$ cat config.mk
export PLATFORM = sky130hd
export DESIGN_NAME = pkt_ldr_top
export DESIGN_NICKNAME = d
export VERILOG_FILES = /design/src/rtl/pkt_ldr_pkg.sv /design/src/rtl/pkt_ldr_regs.sv /design/src/rtl/pkt_ldr_fifo.sv /design/src/rtl/pkt_ldr_arb.sv /design/src/rtl/pkt_ldr_top.sv
export SDC_FILE = /design/constraint.sdc
export NUM_CORES = 1
export LEC_CHECK = 0
export BUFFER_PORTS_ARGS = -buffer_cell sky130_fd_sc_hd__buf_4
export CAP_MARGIN = 10
export CORE_MARGIN = 3
export CORE_UTILIZATION = 60
export CTS_BUF_LIST = sky130_fd_sc_hd__clkbuf_8
export DETAILED_ROUTE_END_ITERATION = 6
export GPL_TIMING_DRIVEN = 1
export HOLD_SLACK_MARGIN = 0.1
export PLACE_DENSITY = 0.81
export SYNTH_ARGS = -nofsm -noshare
export SYNTH_HDL_FRONTEND = slang
export SYNTH_HIERARCHICAL = 1
export SYNTH_SLANG_ARGS = --single-unit
export TNS_END_PERCENT = 30
$ cat constraint.sdc
create_clock -name clk -period 12.3 [get_ports clk]
set_clock_uncertainty 0.2 [all_clocks]
set_input_delay 0.615 -clock clk [delete_from_list [all_inputs] [get_ports clk]]
set_output_delay 0.615 -clock clk [all_outputs]
set_load 0.1 [all_outputs]
$ cat src/rtl/pkt_ldr_pkg.sv
package pkt_ldr_pkg;

  typedef enum logic [1:0] {
    GNT_IDLE = 2'd0,
    GNT_SW   = 2'd1,
    GNT_BULK = 2'd2
  } gnt_t;

  localparam logic [1:0] ADDR_LO   = 2'd0;
  localparam logic [1:0] ADDR_HI   = 2'd1;
  localparam logic [1:0] ADDR_CTRL = 2'd2;

  localparam int CTL_SOP     = 0;
  localparam int CTL_EOP     = 1;
  localparam int CTL_NP      = 2;
  localparam int CTL_TAG_LSB = 8;

endpackage

$ cat src/rtl/pkt_ldr_regs.sv
module pkt_ldr_regs
  import pkt_ldr_pkg::*;
#(
  parameter int DW     = 32,
  parameter int TAGW   = 8,
  parameter int TAG_LO = 16,
  parameter int TAG_HI = 31
) (
  input  logic            clk,
  input  logic            rst,
  input  logic            csr_write,
  input  logic [1:0]      csr_addr,
  input  logic [DW-1:0]   csr_wdata,
  output logic            csr_waitreq,
  input  logic            fifo_full,
  output logic            push,
  output logic [2*DW-1:0] push_data,
  output logic            push_sop,
  output logic            push_eop,
  input  logic            cpl_in,
  output logic            np_pending
);

  logic [DW-1:0]   lo_q, hi_q;
  logic            drop_q;
  logic            np_q;
  logic            ctrl_hit;
  logic            c_sop, c_eop, c_np;
  logic [TAGW-1:0] c_tag;
  logic            tag_ok;
  logic            refuse;
  logic            want_push;

  assign ctrl_hit  = csr_write && (csr_addr == ADDR_CTRL);
  assign c_sop     = csr_wdata[CTL_SOP];
  assign c_eop     = csr_wdata[CTL_EOP];
  assign c_np      = csr_wdata[CTL_NP];
  assign c_tag     = csr_wdata[CTL_TAG_LSB +: TAGW];
  assign tag_ok    = (c_tag >= TAGW'(TAG_LO)) && (c_tag <= TAGW'(TAG_HI));
  assign refuse    = c_sop && c_np && (np_q || !tag_ok);
  assign want_push = ctrl_hit && (c_sop ? !refuse : !drop_q);

  assign csr_waitreq = want_push && fifo_full;
  assign push        = want_push && !fifo_full;
  assign push_data   = {hi_q, lo_q};
  assign push_sop    = c_sop;
  assign push_eop    = c_eop;
  assign np_pending  = np_q;

  always_ff @(posedge clk) begin
    if (rst) begin
      lo_q   <= '0;
      hi_q   <= '0;
      drop_q <= 1'b0;
      np_q   <= 1'b0;
    end else begin
      if (csr_write && (csr_addr == ADDR_LO)) lo_q <= csr_wdata;
      if (csr_write && (csr_addr == ADDR_HI)) hi_q <= csr_wdata;
      if (ctrl_hit) begin
        if (c_sop)      drop_q <= refuse && !c_eop;
        else if (c_eop) drop_q <= 1'b0;
      end
      if (push && c_sop && c_np) np_q <= 1'b1;
      else if (cpl_in)           np_q <= 1'b0;
    end
  end


  np_tag_range_chk: assert property (@(posedge clk) disable iff (rst)
    (push && push_sop && csr_wdata[CTL_NP]) |->
      (c_tag >= TAGW'(TAG_LO) && c_tag <= TAGW'(TAG_HI)));


  np_set_cause_chk: assert property (@(posedge clk) disable iff (rst)
    $rose(np_pending) |-> $past(push && push_sop && csr_wdata[CTL_NP]));


  np_single_chk: assert property (@(posedge clk) disable iff (rst)
    (np_pending && push && push_sop) |-> !csr_wdata[CTL_NP]);

endmodule

$ cat src/rtl/pkt_ldr_fifo.sv
module pkt_ldr_fifo #(
  parameter int W     = 66,
  parameter int DEPTH = 8
) (
  input  logic         clk,
  input  logic         rst,
  input  logic         push,
  input  logic [W-1:0] din,
  output logic         full,
  input  logic         pop,
  output logic [W-1:0] dout,
  output logic         empty,
  output logic         pkt_avail
);

  localparam int AW = (DEPTH > 1) ? $clog2(DEPTH) : 1;
  localparam int CW = $clog2(DEPTH + 1);

  logic [W-1:0]  mem [DEPTH];
  logic [AW-1:0] wptr, rptr;
  logic [CW-1:0] cnt;
  logic [CW-1:0] pkts;
  logic          do_push, do_pop;
  logic          in_last, out_last;

  assign full      = (cnt == CW'(DEPTH));
  assign empty     = (cnt == '0);
  assign do_push   = push && !full;
  assign do_pop    = pop && !empty;
  assign dout      = mem[rptr];
  assign in_last   = din[W-1];
  assign out_last  = dout[W-1];
  assign pkt_avail = (pkts != '0);

  always_ff @(posedge clk) begin
    if (do_push) mem[wptr] <= din;
  end

  always_ff @(posedge clk) begin
    if (rst) begin
      wptr <= '0;
      rptr <= '0;
      cnt  <= '0;
      pkts <= '0;
    end else begin
      if (do_push) wptr <= (wptr == AW'(DEPTH - 1)) ? '0 : wptr + 1'b1;
      if (do_pop)  rptr <= (rptr == AW'(DEPTH - 1)) ? '0 : rptr + 1'b1;
      case ({do_push, do_pop})
        2'b10:   cnt <= cnt + 1'b1;
        2'b01:   cnt <= cnt - 1'b1;
        default: cnt <= cnt;
      endcase
      case ({do_push && in_last, do_pop && out_last})
        2'b10:   pkts <= pkts + 1'b1;
        2'b01:   pkts <= pkts - 1'b1;
        default: pkts <= pkts;
      endcase
    end
  end


  no_overflow_chk: assert property (@(posedge clk) disable iff (rst)
    !(push && full));


  no_underflow_chk: assert property (@(posedge clk) disable iff (rst)
    !(pop && empty));


  pkt_count_chk: assert property (@(posedge clk) disable iff (rst)
    pkts <= cnt);

endmodule

$ cat src/rtl/pkt_ldr_arb.sv
module pkt_ldr_arb
  import pkt_ldr_pkg::*;
#(
  parameter int BW = 64
) (
  input  logic          clk,
  input  logic          rst,
  input  logic          sw_valid,
  input  logic          sw_pkt_ready,
  input  logic [BW-1:0] sw_data,
  input  logic          sw_sop,
  input  logic          sw_eop,
  output logic          sw_pop,
  input  logic          bulk_valid,
  input  logic [BW-1:0] bulk_data,
  input  logic          bulk_sop,
  input  logic          bulk_eop,
  output logic          bulk_ready,
  output logic          out_valid,
  output logic [BW-1:0] out_data,
  output logic          out_sop,
  output logic          out_eop,
  output logic          out_from_sw,
  input  logic          out_ready
);

  gnt_t gnt_q, gnt_d;
  logic last_xfer;

  always_comb begin
    out_valid   = 1'b0;
    out_data    = '0;
    out_sop     = 1'b0;
    out_eop     = 1'b0;
    out_from_sw = 1'b0;
    case (gnt_q)
      GNT_SW: begin
        out_valid   = sw_valid;
        out_data    = sw_data;
        out_sop     = sw_sop;
        out_eop     = sw_eop;
        out_from_sw = 1'b1;
      end
      GNT_BULK: begin
        out_valid = bulk_valid;
        out_data  = bulk_data;
        out_sop   = bulk_sop;
        out_eop   = bulk_eop;
      end
      default: ;
    endcase
  end

  assign sw_pop     = (gnt_q == GNT_SW) && sw_valid && out_ready;
  assign bulk_ready = (gnt_q == GNT_BULK) && out_ready;
  assign last_xfer  = out_valid && out_ready && out_eop;

  always_comb begin
    gnt_d = gnt_q;
    case (gnt_q)
      GNT_IDLE: begin
        if (sw_pkt_ready)    gnt_d = GNT_SW;
        else if (bulk_valid) gnt_d = GNT_BULK;
      end
      GNT_SW, GNT_BULK: if (last_xfer) gnt_d = GNT_IDLE;
      default: gnt_d = GNT_IDLE;
    endcase
  end

  always_ff @(posedge clk) begin
    if (rst) gnt_q <= GNT_IDLE;
    else     gnt_q <= gnt_d;
  end


  sw_complete_only_chk: assert property (@(posedge clk) disable iff (rst)
    (gnt_q == GNT_IDLE && !sw_pkt_ready) |=> (gnt_q != GNT_SW));


  grant_hold_chk: assert property (@(posedge clk) disable iff (rst)
    (gnt_q != GNT_IDLE && !last_xfer) |=> (gnt_q == $past(gnt_q)));


  reset_idle_chk: assert property (@(posedge clk) disable iff (rst)
    $fell(rst) |-> (!out_valid && !bulk_ready));

endmodule

$ cat src/rtl/pkt_ldr_top.sv
module pkt_ldr_top
  import pkt_ldr_pkg::*;
#(
  parameter int DW         = 32,
  parameter int FIFO_DEPTH = 8,
  parameter int TAG_LO     = 16,
  parameter int TAG_HI     = 31
) (
  input  logic            clk,
  input  logic            rst,
  input  logic            csr_write,
  input  logic [1:0]      csr_addr,
  input  logic [DW-1:0]   csr_wdata,
  output logic            csr_waitreq,
  input  logic            bulk_valid,
  input  logic [2*DW-1:0] bulk_data,
  input  logic            bulk_sop,
  input  logic            bulk_eop,
  output logic            bulk_ready,
  output logic            out_valid,
  output logic [2*DW-1:0] out_data,
  output logic            out_sop,
  output logic            out_eop,
  output logic            out_from_sw,
  input  logic            out_ready,
  input  logic            cpl_in,
  output logic            np_pending
);

  localparam int BW = 2 * DW;
  localparam int FW = BW + 2;

  logic          push, push_sop, push_eop;
  logic [BW-1:0] push_data;
  logic          fifo_full, fifo_empty, pkt_avail, sw_pop;
  logic [FW-1:0] fifo_dout;

  pkt_ldr_regs #(
    .DW(DW), .TAGW(8), .TAG_LO(TAG_LO), .TAG_HI(TAG_HI)
  ) u_regs (
    .clk(clk), .rst(rst),
    .csr_write(csr_write), .csr_addr(csr_addr), .csr_wdata(csr_wdata),
    .csr_waitreq(csr_waitreq), .fifo_full(fifo_full),
    .push(push), .push_data(push_data), .push_sop(push_sop), .push_eop(push_eop),
    .cpl_in(cpl_in), .np_pending(np_pending)
  );

  pkt_ldr_fifo #(.W(FW), .DEPTH(FIFO_DEPTH)) u_fifo (
    .clk(clk), .rst(rst),
    .push(push), .din({push_eop, push_sop, push_data}), .full(fifo_full),
    .pop(sw_pop), .dout(fifo_dout), .empty(fifo_empty), .pkt_avail(pkt_avail)
  );

  pkt_ldr_arb #(.BW(BW)) u_arb (
    .clk(clk), .rst(rst),
    .sw_valid(!fifo_empty), .sw_pkt_ready(pkt_avail),
    .sw_data(fifo_dout[BW-1:0]), .sw_sop(fifo_dout[BW]), .sw_eop(fifo_dout[BW+1]),
    .sw_pop(sw_pop),
    .bulk_valid(bulk_valid), .bulk_data(bulk_data), .bulk_sop(bulk_sop),
    .bulk_eop(bulk_eop), .bulk_ready(bulk_ready),
    .out_valid(out_valid), .out_data(out_data), .out_sop(out_sop),
    .out_eop(out_eop), .out_from_sw(out_from_sw), .out_ready(out_ready)
  );


  waitreq_hold_chk: assert property (@(posedge clk) disable iff (rst)
    csr_waitreq |-> csr_write);

endmodule

==> impl_metrics.env <==
export IMPL_path_common_cell="buf_4"
export IMPL_pre_cts_slack_ns=7.85
export IMPL_cp_required_ns=11.48
export IMPL_syn_inst=1351
export IMPL_die_area_um2=43000
export IMPL_fin_hold_ws_ns=0.152
export IMPL_port_buffers=176
export IMPL_path_cells="buf_4 > mux4_2 > mux2_2 > a22oi_1 > nor2b_1 > buf_4"
export IMPL_totalWireLength_um=53600
export IMPL_die_h_um=207
export IMPL_outcome="complete, no violations"
export IMPL_cts_buffers=92
export IMPL_slew_headroom_pct=22.5
export IMPL_cts_tree="built"
export IMPL_p_leak_nw=9.32
export IMPL_avgSynthCellArea_um2=18.0
export IMPL_peakVddDrop_uv=85.6
export IMPL_hpwl_um=30100
export IMPL_ys_types=50
export IMPL_max_freq_ghz=0.215
export IMPL_cp_arrival_ns=3.84
export IMPL_clk_pin_slew_worst_paths_ns=0.06
export IMPL_fin_tns_setup_ns=0
export IMPL_rsz0062_at_grt="no"
export IMPL_endpoint_kind="output port"
export IMPL_core_area_um2=39900
export IMPL_dr_pass1_iters=5
export IMPL_ys_flop_type="edfxtp_1"
export IMPL_netlist_area_leader_share_pct=65.2
export IMPL_wire_per_inst_um=24.4
export IMPL_crit_slowest_cell="buf_4"
export IMPL_root_buffer="clkbuf_8"
export IMPL_grt_max_degree=107
export IMPL_routed_via_density=6.10
export IMPL_cap_violations=0
export IMPL_path_class="register to output port"
export IMPL_rows=73
export IMPL_synth_edf_count=528
export IMPL_grt_pass1_wl_um=82600
export IMPL_period_share_pct=37.8
export IMPL_period_needed_ns=4.65
export IMPL_worst_slack_ns=7.65
export IMPL_drive_gt1_share_pct=32.1
export IMPL_drt_iter0_drc=1458
export IMPL_cts_resized=0
export IMPL_syn_to_final_growth_pct=16.0
export IMPL_clkLatencyLatePin_ns=0.62
export IMPL_cp_max_fo=78
export IMPL_clock_sinks=613
export IMPL_initial_core_util_pct=60.9
export IMPL_die_w_um=207
export IMPL_yosys_area_top_type="edfxtp_1"
export IMPL_syn_nets=1471
export IMPL_grt_pass1_vias=13900
export IMPL_htreeDepth=3
export IMPL_synth_warnings=6
export IMPL_start_kind="register"
export IMPL_drc=0
export IMPL_cp_slowest_stage_delay_ns=1.03
export IMPL_grt_usage_pct=25.1
export IMPL_netlist_area_um2=24300
export IMPL_setup_viol=0
export IMPL_post_cts_buffers=0
export IMPL_hp_class="input port to register"
export IMPL_async_reset_ff_share_pct=0
export IMPL_synth_area_leaders="edfxtp_1, mux4_2, dfxtp_1"
export IMPL_diodes=0
export IMPL_worst_pin_slew_ns=1.16
export IMPL_grt_ovfl_total=0
export IMPL_ys_seq_elements=613
export IMPL_vias=13400
export IMPL_num_nets_final=1710
export IMPL_power_density_nw_per_um2=144
export IMPL_io_pins=177
export IMPL_cts_buffer_depth=3
export IMPL_antenna_found_initial=0
export IMPL_ys_seq_area_share_pct=72.2
export IMPL_place_congestion=0.793
export IMPL_slew_violations=0
export IMPL_ant_nets=0
export IMPL_final_hold_violation_count=0
==> critical path, delay by kind of cell, from the launching register on <==
family	cells	cell delay, ns
multiplexers	2	0.72
AO/OA/AOI/OAI	1	0.21
AND/OR/NAND/NOR	1	0.08
buffers and inverters	2	1.27
flip-flops	1	0.91
==> kinds of logic after synthesis <==
kind of cell | share of synthesized area, %
xor+xnor | 0.180
compound gates | 4.17
fa+ha+maj | 0.751
simple gates | 5.30
mux | 15.4
buf+inv | 2.00
flops | 72.2
==> sequential cells by signal, indices dropped and copies added, names as in the netlist, named ones only <==
signal             flops
u_arb/gnt_q            2
u_fifo/cnt             4
u_fifo/mem           528
u_fifo/pkts            4
u_fifo/rptr            3
u_fifo/wptr            3
u_regs/drop_q          1
u_regs/hi_q           32
u_regs/lo_q           32
u_regs/np_pending      1
==> metrics by stage <==
step	power (mW)	cells	cell area [um2]	util (%)
floorplan	2.47	1351	24300	-
global placement	2.55	1990	26100	65.4
detailed placement	2.55	1990	26100	65.4
CTS	4.10	2192	28200	70.7
global route	4.21	2192	28200	70.7
finish	4.07	2192	28200	70.7
==> per-layer routing <==
layer,vias up,track usage [%],part of all wire (%)
li1,5819,-,-
met1,6852,35.5,40
met2,622,40.2,49
met3,78,5.32,8.5
met4,0,7.98,2.5
met5,-,0,0
==> worst paths after layout <==
path	from	to	slack, ns	depth (start not counted)
hold / removal	csr_wdata[15]	u_regs/lo_q[15]$_SDFFE_PP0P_	0.15	3
setup reg to reg	u_fifo/cnt[1]$_SDFFE_PP0P_	u_fifo/mem[6][43]$_DFFE_PP_	8.10	8
hold reg to reg	u_fifo/rptr[1]$_SDFFE_PP0N_	register	0.29	2
setup / recovery	register	out_data[2]	7.65	6
==> area by class of cell <==
type / instances / area (um2)
multi-input combinational: 640 / 6340
inverter: 12 / 45.0
clock buffer: 104 / 1430
timing repair buffer: 231 / 1820
tap: 525 / 657
clock inverter: 67 / 344
sequential: 613 / 17600
fill: 2368 / 11700
==> cell usage in the layout, fill, tap and decap left out, drive strengths merged, types with 3 or more instances in the layout <==
cell type,synthesis,final
nand2b,3,3
clkbuf,39,104
edfxtp,528,528
a21oi,79,79
nand2,141,141
mux2,68,68
clkinv,0,15
buf,47,200
and2,3,3
nor3,8,8
nand3b,4,4
ha,13,13
nor2b,70,70
nor2,13,13
mux4,132,132
xor2,5,5
dfxtp,85,85
a22oi,67,67
inv,12,61
dlygate4sd3,0,31
nor4,3,3
==> power by group <==
| group | internal [mW] | switching [mW] | leakage [nW] |
|---|---|---|---|
| Sequential | 2.26 | 0.0185 | 5.55 |
| Combinational | 0.0838 | 0.155 | 2.71 |
| Clock | 0.820 | 0.735 | 1.07 |
| Total | 3.16 | 0.908 | 9.32 |
==> cells in the mapped netlist, types with 13 or more instances <==
| cell | n |
|---|---|
| dfxtp_1 | 85 |
| ha_1 | 13 |
| nor2_1 | 13 |
| nand2_1 | 141 |
| buf_2 | 23 |
| a22oi_1 | 67 |
| mux4_2 | 132 |
| edfxtp_1 | 528 |
| nor2b_1 | 70 |
| clkbuf_1 | 39 |
| mux2_2 | 67 |
| a21oi_1 | 79 |
==> timing repair <==
action	CTS	global route
endpoints found under the hold margin	60	0
setup endpoints to repair	0	0
hold buffers	31	0
Note: power is estimated with default switching activity, not from simulation.
